### src/rtl/swi_pkg.sv
package swi_pkg;

    // Register selector decoded from the access address
    typedef enum logic [1:0] {
        SEL_PEND = 2'd0,
        SEL_SET  = 2'd1,
        SEL_CLR  = 2'd2,
        SEL_CMP  = 2'd3
    } reg_sel_e;

    // Response state of the register port
    typedef enum logic [1:0] {
        RSP_IDLE = 2'd0,
        RSP_ACK  = 2'd1,
        RSP_TRAP = 2'd2
    } rsp_state_e;

    // Software operation applied to the pending word this cycle
    typedef enum logic [1:0] {
        PW_HOLD = 2'd0,
        PW_LOAD = 2'd1,
        PW_SET  = 2'd2,
        PW_CLR  = 2'd3
    } pend_op_e;

endpackage

### src/rtl/swi_tick_counter.sv
module swi_tick_counter #(
    parameter int CNT_W = 63
) (
    input  logic             clk,
    input  logic             rst_n,
    output logic [CNT_W-1:0] cnt
);

    logic [CNT_W-1:0] cnt_q;

    // Free-running; wraps naturally at 2^CNT_W
    always_ff @(posedge clk or negedge rst_n) begin
        if (!rst_n) begin
            cnt_q <= '0;
        end else begin
            cnt_q <= cnt_q + CNT_W'(1);
        end
    end

    assign cnt = cnt_q;

endmodule

### src/rtl/swi_cmp_match.sv
module swi_cmp_match #(
    parameter int CNT_W = 63,
    localparam int CW   = CNT_W + 1
) (
    input  logic             clk,
    input  logic             rst_n,
    input  logic             wr_en,
    input  logic [CW-1:0]    wr_word,
    input  logic [CNT_W-1:0] cnt,
    output logic [CW-1:0]    cmp_word,
    output logic             cmp_dis,
    output logic             match
);

    logic [CW-1:0] cmp_q;

    // Disable bit sits at the top; reset leaves the compare disabled
    always_ff @(posedge clk or negedge rst_n) begin
        if (!rst_n) begin
            cmp_q <= {1'b1, {CNT_W{1'b0}}};
        end else if (wr_en) begin
            cmp_q <= wr_word;
        end
    end

    assign cmp_word = cmp_q;
    assign cmp_dis  = cmp_q[CNT_W];
    assign match    = !cmp_q[CNT_W] && (cmp_q[CNT_W-1:0] == cnt);

endmodule

### src/rtl/swi_pend_reg.sv
module swi_pend_reg
    import swi_pkg::*;
#(
    parameter int LEVELS = 16
) (
    input  logic              clk,
    input  logic              rst_n,
    input  pend_op_e          op,
    input  logic [LEVELS-1:0] wr_bits,
    input  logic              hw_set0,
    output logic [LEVELS-1:0] pend
);

    logic [LEVELS-1:0] pend_q;
    logic [LEVELS-1:0] sw_next;
    logic [LEVELS-1:0] pend_d;

    always_comb begin
        unique case (op)
            PW_LOAD: sw_next = wr_bits;
            PW_SET:  sw_next = pend_q | wr_bits;
            PW_CLR:  sw_next = pend_q & ~wr_bits;
            default: sw_next = pend_q;
        endcase
        // hardware timer set is applied last so it beats any software clear
        pend_d    = sw_next;
        pend_d[0] = sw_next[0] | hw_set0;
    end

    always_ff @(posedge clk or negedge rst_n) begin
        if (!rst_n) begin
            pend_q <= '0;
        end else begin
            pend_q <= pend_d;
        end
    end

    assign pend = pend_q;

endmodule

### src/rtl/swi_prio_enc.sv
module swi_prio_enc #(
    parameter int LEVELS    = 16,
    parameter int TIMER_LVL = 14,
    localparam int LVL_W    = $clog2(LEVELS)
) (
    input  logic [LEVELS-1:0] pend,
    output logic [LVL_W-1:0]  lvl
);

    logic [LEVELS-1:0] lvl_req;

    // Fold the timer flag into its assigned level
    assign lvl_req[0] = 1'b0;
    for (genvar g = 1; g < LEVELS; g++) begin : g_req
        if (g == TIMER_LVL) begin : g_tmr
            assign lvl_req[g] = pend[g] | pend[0];
        end else begin : g_plain
            assign lvl_req[g] = pend[g];
        end
    end

    always_comb begin
        lvl = '0;
        for (int i = 1; i < LEVELS; i++) begin
            if (lvl_req[i]) begin
                lvl = LVL_W'(i);
            end
        end
    end

endmodule

### src/rtl/swi_tick_unit.sv
module swi_tick_unit
    import swi_pkg::*;
#(
    parameter int LEVELS    = 16,
    parameter int CNT_W     = 63,
    parameter int DATA_W    = 64,
    parameter int TIMER_LVL = 14,
    localparam int LVL_W    = $clog2(LEVELS),
    localparam int CW       = CNT_W + 1
) (
    input  logic              clk,
    input  logic              rst_n,
    input  logic              req,
    input  logic              we,
    input  logic              priv,
    input  logic [1:0]        addr,
    input  logic [DATA_W-1:0] wdata,
    output logic              ack,
    output logic              trap,
    output logic [DATA_W-1:0] rdata,
    output logic [LVL_W-1:0]  irq_lvl
);

    reg_sel_e          sel;
    rsp_state_e        state_q;
    rsp_state_e        state_d;
    pend_op_e          pend_op;
    logic              acc_ok;
    logic              wr_ok;
    logic              cmp_wr;
    logic [CNT_W-1:0]  cnt;
    logic [CW-1:0]     cmp_word;
    logic              cmp_dis;
    logic              match_hit;
    logic [LEVELS-1:0] pend_q;
    logic [DATA_W-1:0] rd_mux;
    logic [DATA_W-1:0] rdata_q;

    assign sel    = reg_sel_e'(addr);
    assign acc_ok = req && priv;
    assign wr_ok  = acc_ok && we;
    assign cmp_wr = wr_ok && (sel == SEL_CMP);

    if (DATA_W > CW) begin : g_spare
        logic unused_hi;
        assign unused_hi = ^wdata[DATA_W-1:CW];
    end

    always_comb begin
        pend_op = PW_HOLD;
        if (wr_ok) begin
            unique case (sel)
                SEL_PEND: pend_op = PW_LOAD;
                SEL_SET:  pend_op = PW_SET;
                SEL_CLR:  pend_op = PW_CLR;
                default:  pend_op = PW_HOLD;
            endcase
        end
    end

    swi_tick_counter #(.CNT_W(CNT_W)) u_cnt (
        .clk   (clk),
        .rst_n (rst_n),
        .cnt   (cnt)
    );

    swi_cmp_match #(.CNT_W(CNT_W)) u_cmp (
        .clk      (clk),
        .rst_n    (rst_n),
        .wr_en    (cmp_wr),
        .wr_word  (wdata[CW-1:0]),
        .cnt      (cnt),
        .cmp_word (cmp_word),
        .cmp_dis  (cmp_dis),
        .match    (match_hit)
    );

    swi_pend_reg #(.LEVELS(LEVELS)) u_pend (
        .clk     (clk),
        .rst_n   (rst_n),
        .op      (pend_op),
        .wr_bits (wdata[LEVELS-1:0]),
        .hw_set0 (match_hit),
        .pend    (pend_q)
    );

    swi_prio_enc #(.LEVELS(LEVELS), .TIMER_LVL(TIMER_LVL)) u_enc (
        .pend (pend_q),
        .lvl  (irq_lvl)
    );

    // Response state machine: next state follows the current request
    always_comb begin
        state_d = RSP_IDLE;
        if (req) begin
            state_d = priv ? RSP_ACK : RSP_TRAP;
        end
    end

    always_ff @(posedge clk or negedge rst_n) begin
        if (!rst_n) begin
            state_q <= RSP_IDLE;
        end else begin
            state_q <= state_d;
        end
    end

    always_comb begin
        ack  = 1'b0;
        trap = 1'b0;
        unique case (state_q)
            RSP_IDLE: begin
                ack  = 1'b0;
                trap = 1'b0;
            end
            RSP_ACK:  ack  = 1'b1;
            RSP_TRAP: trap = 1'b1;
            default: begin
                ack  = 1'b0;
                trap = 1'b0;
            end
        endcase
    end

    // Read data: value held before this access
    always_comb begin
        if (sel == SEL_CMP) begin
            rd_mux = DATA_W'(cmp_word);
        end else begin
            rd_mux = DATA_W'(pend_q);
        end
    end

    always_ff @(posedge clk or negedge rst_n) begin
        if (!rst_n) begin
            rdata_q <= '0;
        end else begin
            rdata_q <= acc_ok ? rd_mux : '0;
        end
    end

    assign rdata = rdata_q;

endmodule

### config.mk
export PLATFORM = sky130hd
export DESIGN_NAME = swi_tick_unit
export DESIGN_NICKNAME = d
export VERILOG_FILES = /design/src/rtl/swi_pkg.sv /design/src/rtl/swi_tick_counter.sv /design/src/rtl/swi_cmp_match.sv /design/src/rtl/swi_pend_reg.sv /design/src/rtl/swi_prio_enc.sv /design/src/rtl/swi_tick_unit.sv
export SDC_FILE = /design/constraint.sdc
export NUM_CORES = 1
export LEC_CHECK = 0
export ABC_AREA = 1
export ABC_CLOCK_PERIOD_IN_PS = 2900
export BUFFER_PORTS_ARGS = -buffer_cell sky130_fd_sc_hd__buf_2
export CAP_MARGIN = 20
export CORE_MARGIN = 2
export CORE_UTILIZATION = 45
export DETAILED_ROUTE_END_ITERATION = 7
export PLACE_DENSITY = 0.72
export SYNTH_ARGS = -nofsm -noshare
export SYNTH_HDL_FRONTEND = slang
export SYNTH_HIERARCHICAL = 1
export SYNTH_SLANG_ARGS = --single-unit
### constraint.sdc
create_clock -name clk -period 2.9 [get_ports clk]
set_clock_uncertainty 0.15 [all_clocks]
set_input_delay 0.145 -clock clk [delete_from_list [all_inputs] [get_ports clk]]
set_output_delay 0.145 -clock clk [all_outputs]
set_load 0.02 [all_outputs]
==> qor.txt <==
vias in the first global route = 8917
Core Rows = 56
Final Hold Viols = 0
Critical Path AT = 1.89 ns
Max Slew Vio Count = 0
area of the multi-input gates = 4610 um2
kind of start point of the critical path = flop
GRT Total Usage = 0.218
vias = 9125
final setup fails = 0
# resized after CTS = 0
largest net degree at the start of global routing = 108
r2r worst-path depth = 7
Post-Place Cells = 1840
dpl hpwl = 19200 um
Vias/cell = 4.68
data required time of the worst path = 2.61 ns
syn avg cell area = 7.66 um2
status = finished clean
fill count = 2186
WS Path Type = flop to output port
Core Area = 23500 um2
Sequential Area = 5230 um2
leak pwr = 6.53 nW
Post-Route WL = 26800 um
Min-Delay Path Class = input pin to async pin
hold slack = 0.0533 ns
die area = 25200 um2
worst-path maximum fanout = 4
commonest cells after routing, fill and taps aside = nand2_1, nor2_1, dfrtp_1
diodes inserted = 0
Tmin final = 2.19 ns
Area Overhead vs Synth = 22.8%
layout cell share with drive strength beyond 1 = 0.156
crit path capture type = output port
total CTS buffers = 25
H-Tree Depth = 1
pwr/cell area = 581 nW/um2
global-route wire length before repair = 43800 um
DR iter-0 viols = 539
Slew Limit Headroom = 0.436
Synth cell types = 30
RSZ-0062 raised after global routing = false
Worst Max-Slew Pin Slew = 0.847 ns
initial antenna violation count = 0
yosys warns = 6
sequential area share after synthesis = 0.486
Post-DRT Antenna Nets = 0
register bit total from synthesis = 209
Port Buffers = 140
total of max-cap violations = 0
DRC = 0
syn_nets = 1480
TritonCTS clock tree = built
post-synthesis cell area = 10800 um2
die height = 159 um
Setup TNS Final = 0 ns
Syn Inst Count = 1405
DR pass1 iterations = 6
total global routing overflow = 0
Hold Buf Count CTS = 68
initial core utilization = 0.458
post-DR wirelength/cell = 13.7 um
CTS clk-pin slew, worst paths = 0.06 ns
Power Total = 7.67 mW
Non-Filler Instances = 1950
Post-CTS Setup Bufs = 0
Worst IR Drop VDD = 423 uV
Final period util = 0.754
reg-to-reg startpoint = u_cnt/cnt[30]$_DFF_PN0_
IO Pins = 141
fmax = 457 MHz
final layout net count = 1691
beginning of the critical path = u_pend/pend[2]$_DFFE_PN0P_
die width = 159 um
R2R setup slack = 1.03 ns
Clock Latency Late Sink = 0.52 ns
clk sinks = 209
worst-case clock buffer depth = 3
routability cong. = 0.994
most common cell after layout, fill and taps aside = nand2_1
clk root buf = clkbuf_16
cell families (layout without fill, tap and decap cells):
group	count (synthesis)	count (layout)	share of synthesized area
simple gates	823	823	0.320
buf+inv	218	444	0.0863
flops	209	209	0.486
compound gates	79	79	0.0371
xor+xnor	51	51	0.0415
mux	21	21	0.0244
fa+ha+maj	4	4	0.00465
through the flow:
stage                util  setup WS (ns)  cell area, um2
floorplan               -           1.31           10800
global placement    0.500           1.02           11700
detailed placement  0.500          0.914           11700
CTS                 0.563          0.712           13200
global route        0.563          0.522           13200
finish              0.563          0.714           13200
worst max-delay path: stages, from the launching register on:
cell and delay (ns):
dfrtp_1 0.40, inv_1 0.06, nand2_1 0.04, nand2_1 0.06, nand2_1 0.05, nand2_1 0.06
nand2_1 0.05, nand2_1 0.07, nand2_1 0.06, nand2_1 0.05, nand2_1 0.05, nand2_1 0.05
nand2_1 0.06, nand2_1 0.06, nand2_1 0.05, nand2_1 0.05, buf_2 0.15
cell type report:
cell class	instances	share of cell area
Clock buffer	36	0.0543
Sequential cell	209	0.396
Timing Repair Buffer	215	0.111
Clock inverter	6	0.00635
Tap cell	319	0.0302
Multi-Input combinational cell	978	0.349
Inverter	187	0.0532
registers in the layout, indices dropped and copies added (netlist names):
signal,flops
state_q,2
u_pend/pend,16
u_cmp/cmp_word,64
u_cnt/cnt,63
rdata,64
synth_stat cells (all sizes together):
library cell | count | share of area
ha | 4 | 0.0047
nand3 | 18 | 0.0088
mux2 | 21 | 0.024
buf | 28 | 0.020
o21ai | 78 | 0.036
nand2 | 532 | 0.19
inv | 186 | 0.065
xor2 | 11 | 0.0090
nand3b | 3 | 0.0021
xnor2 | 40 | 0.033
nor4 | 2 | 0.0012
dfrtp | 208 | 0.48
clkbuf | 3 | 0.0010
nor2 | 252 | 0.10
clkinv | 1 | 0.00046
dfstp | 1 | 0.0024
a31o | 1 | 0.00081
nand4 | 16 | 0.0093
per-layer routing:
metal | up-vias | track usage | part of all wire
met1 | 4184 | 0.287 | 0.44
met3 | 57 | 0.0291 | 0.050
li1 | 4643 | - | -
met4 | 0 | 0.0699 | 0.029
met2 | 241 | 0.375 | 0.48
met5 | - | 0 | 0
path summary, 6_finish.rpt:
path,end
setup / recovery,irq_lvl[0]
hold / removal,rdata[16]$_DFF_PN0_
setup reg to reg,u_cnt/cnt[53]$_DFF_PN0_
hold reg to reg,rdata[63]$_DFF_PN0_
max in group asynchronous,u_cmp/cmp_word[31]$_DFFE_PN0P_
min in group clk,u_pend/pend[0]$_DFF_PN0_
power breakdown:
part	internal (mW)	leakage, nW	switching (mW)	total, mW
Combinational	0.480	3.39	0.645	1.13
Sequential	3.22	2.74	0.250	3.47
Clock	1.88	0.396	1.20	3.08
Power figures use the tool's default switching activity.
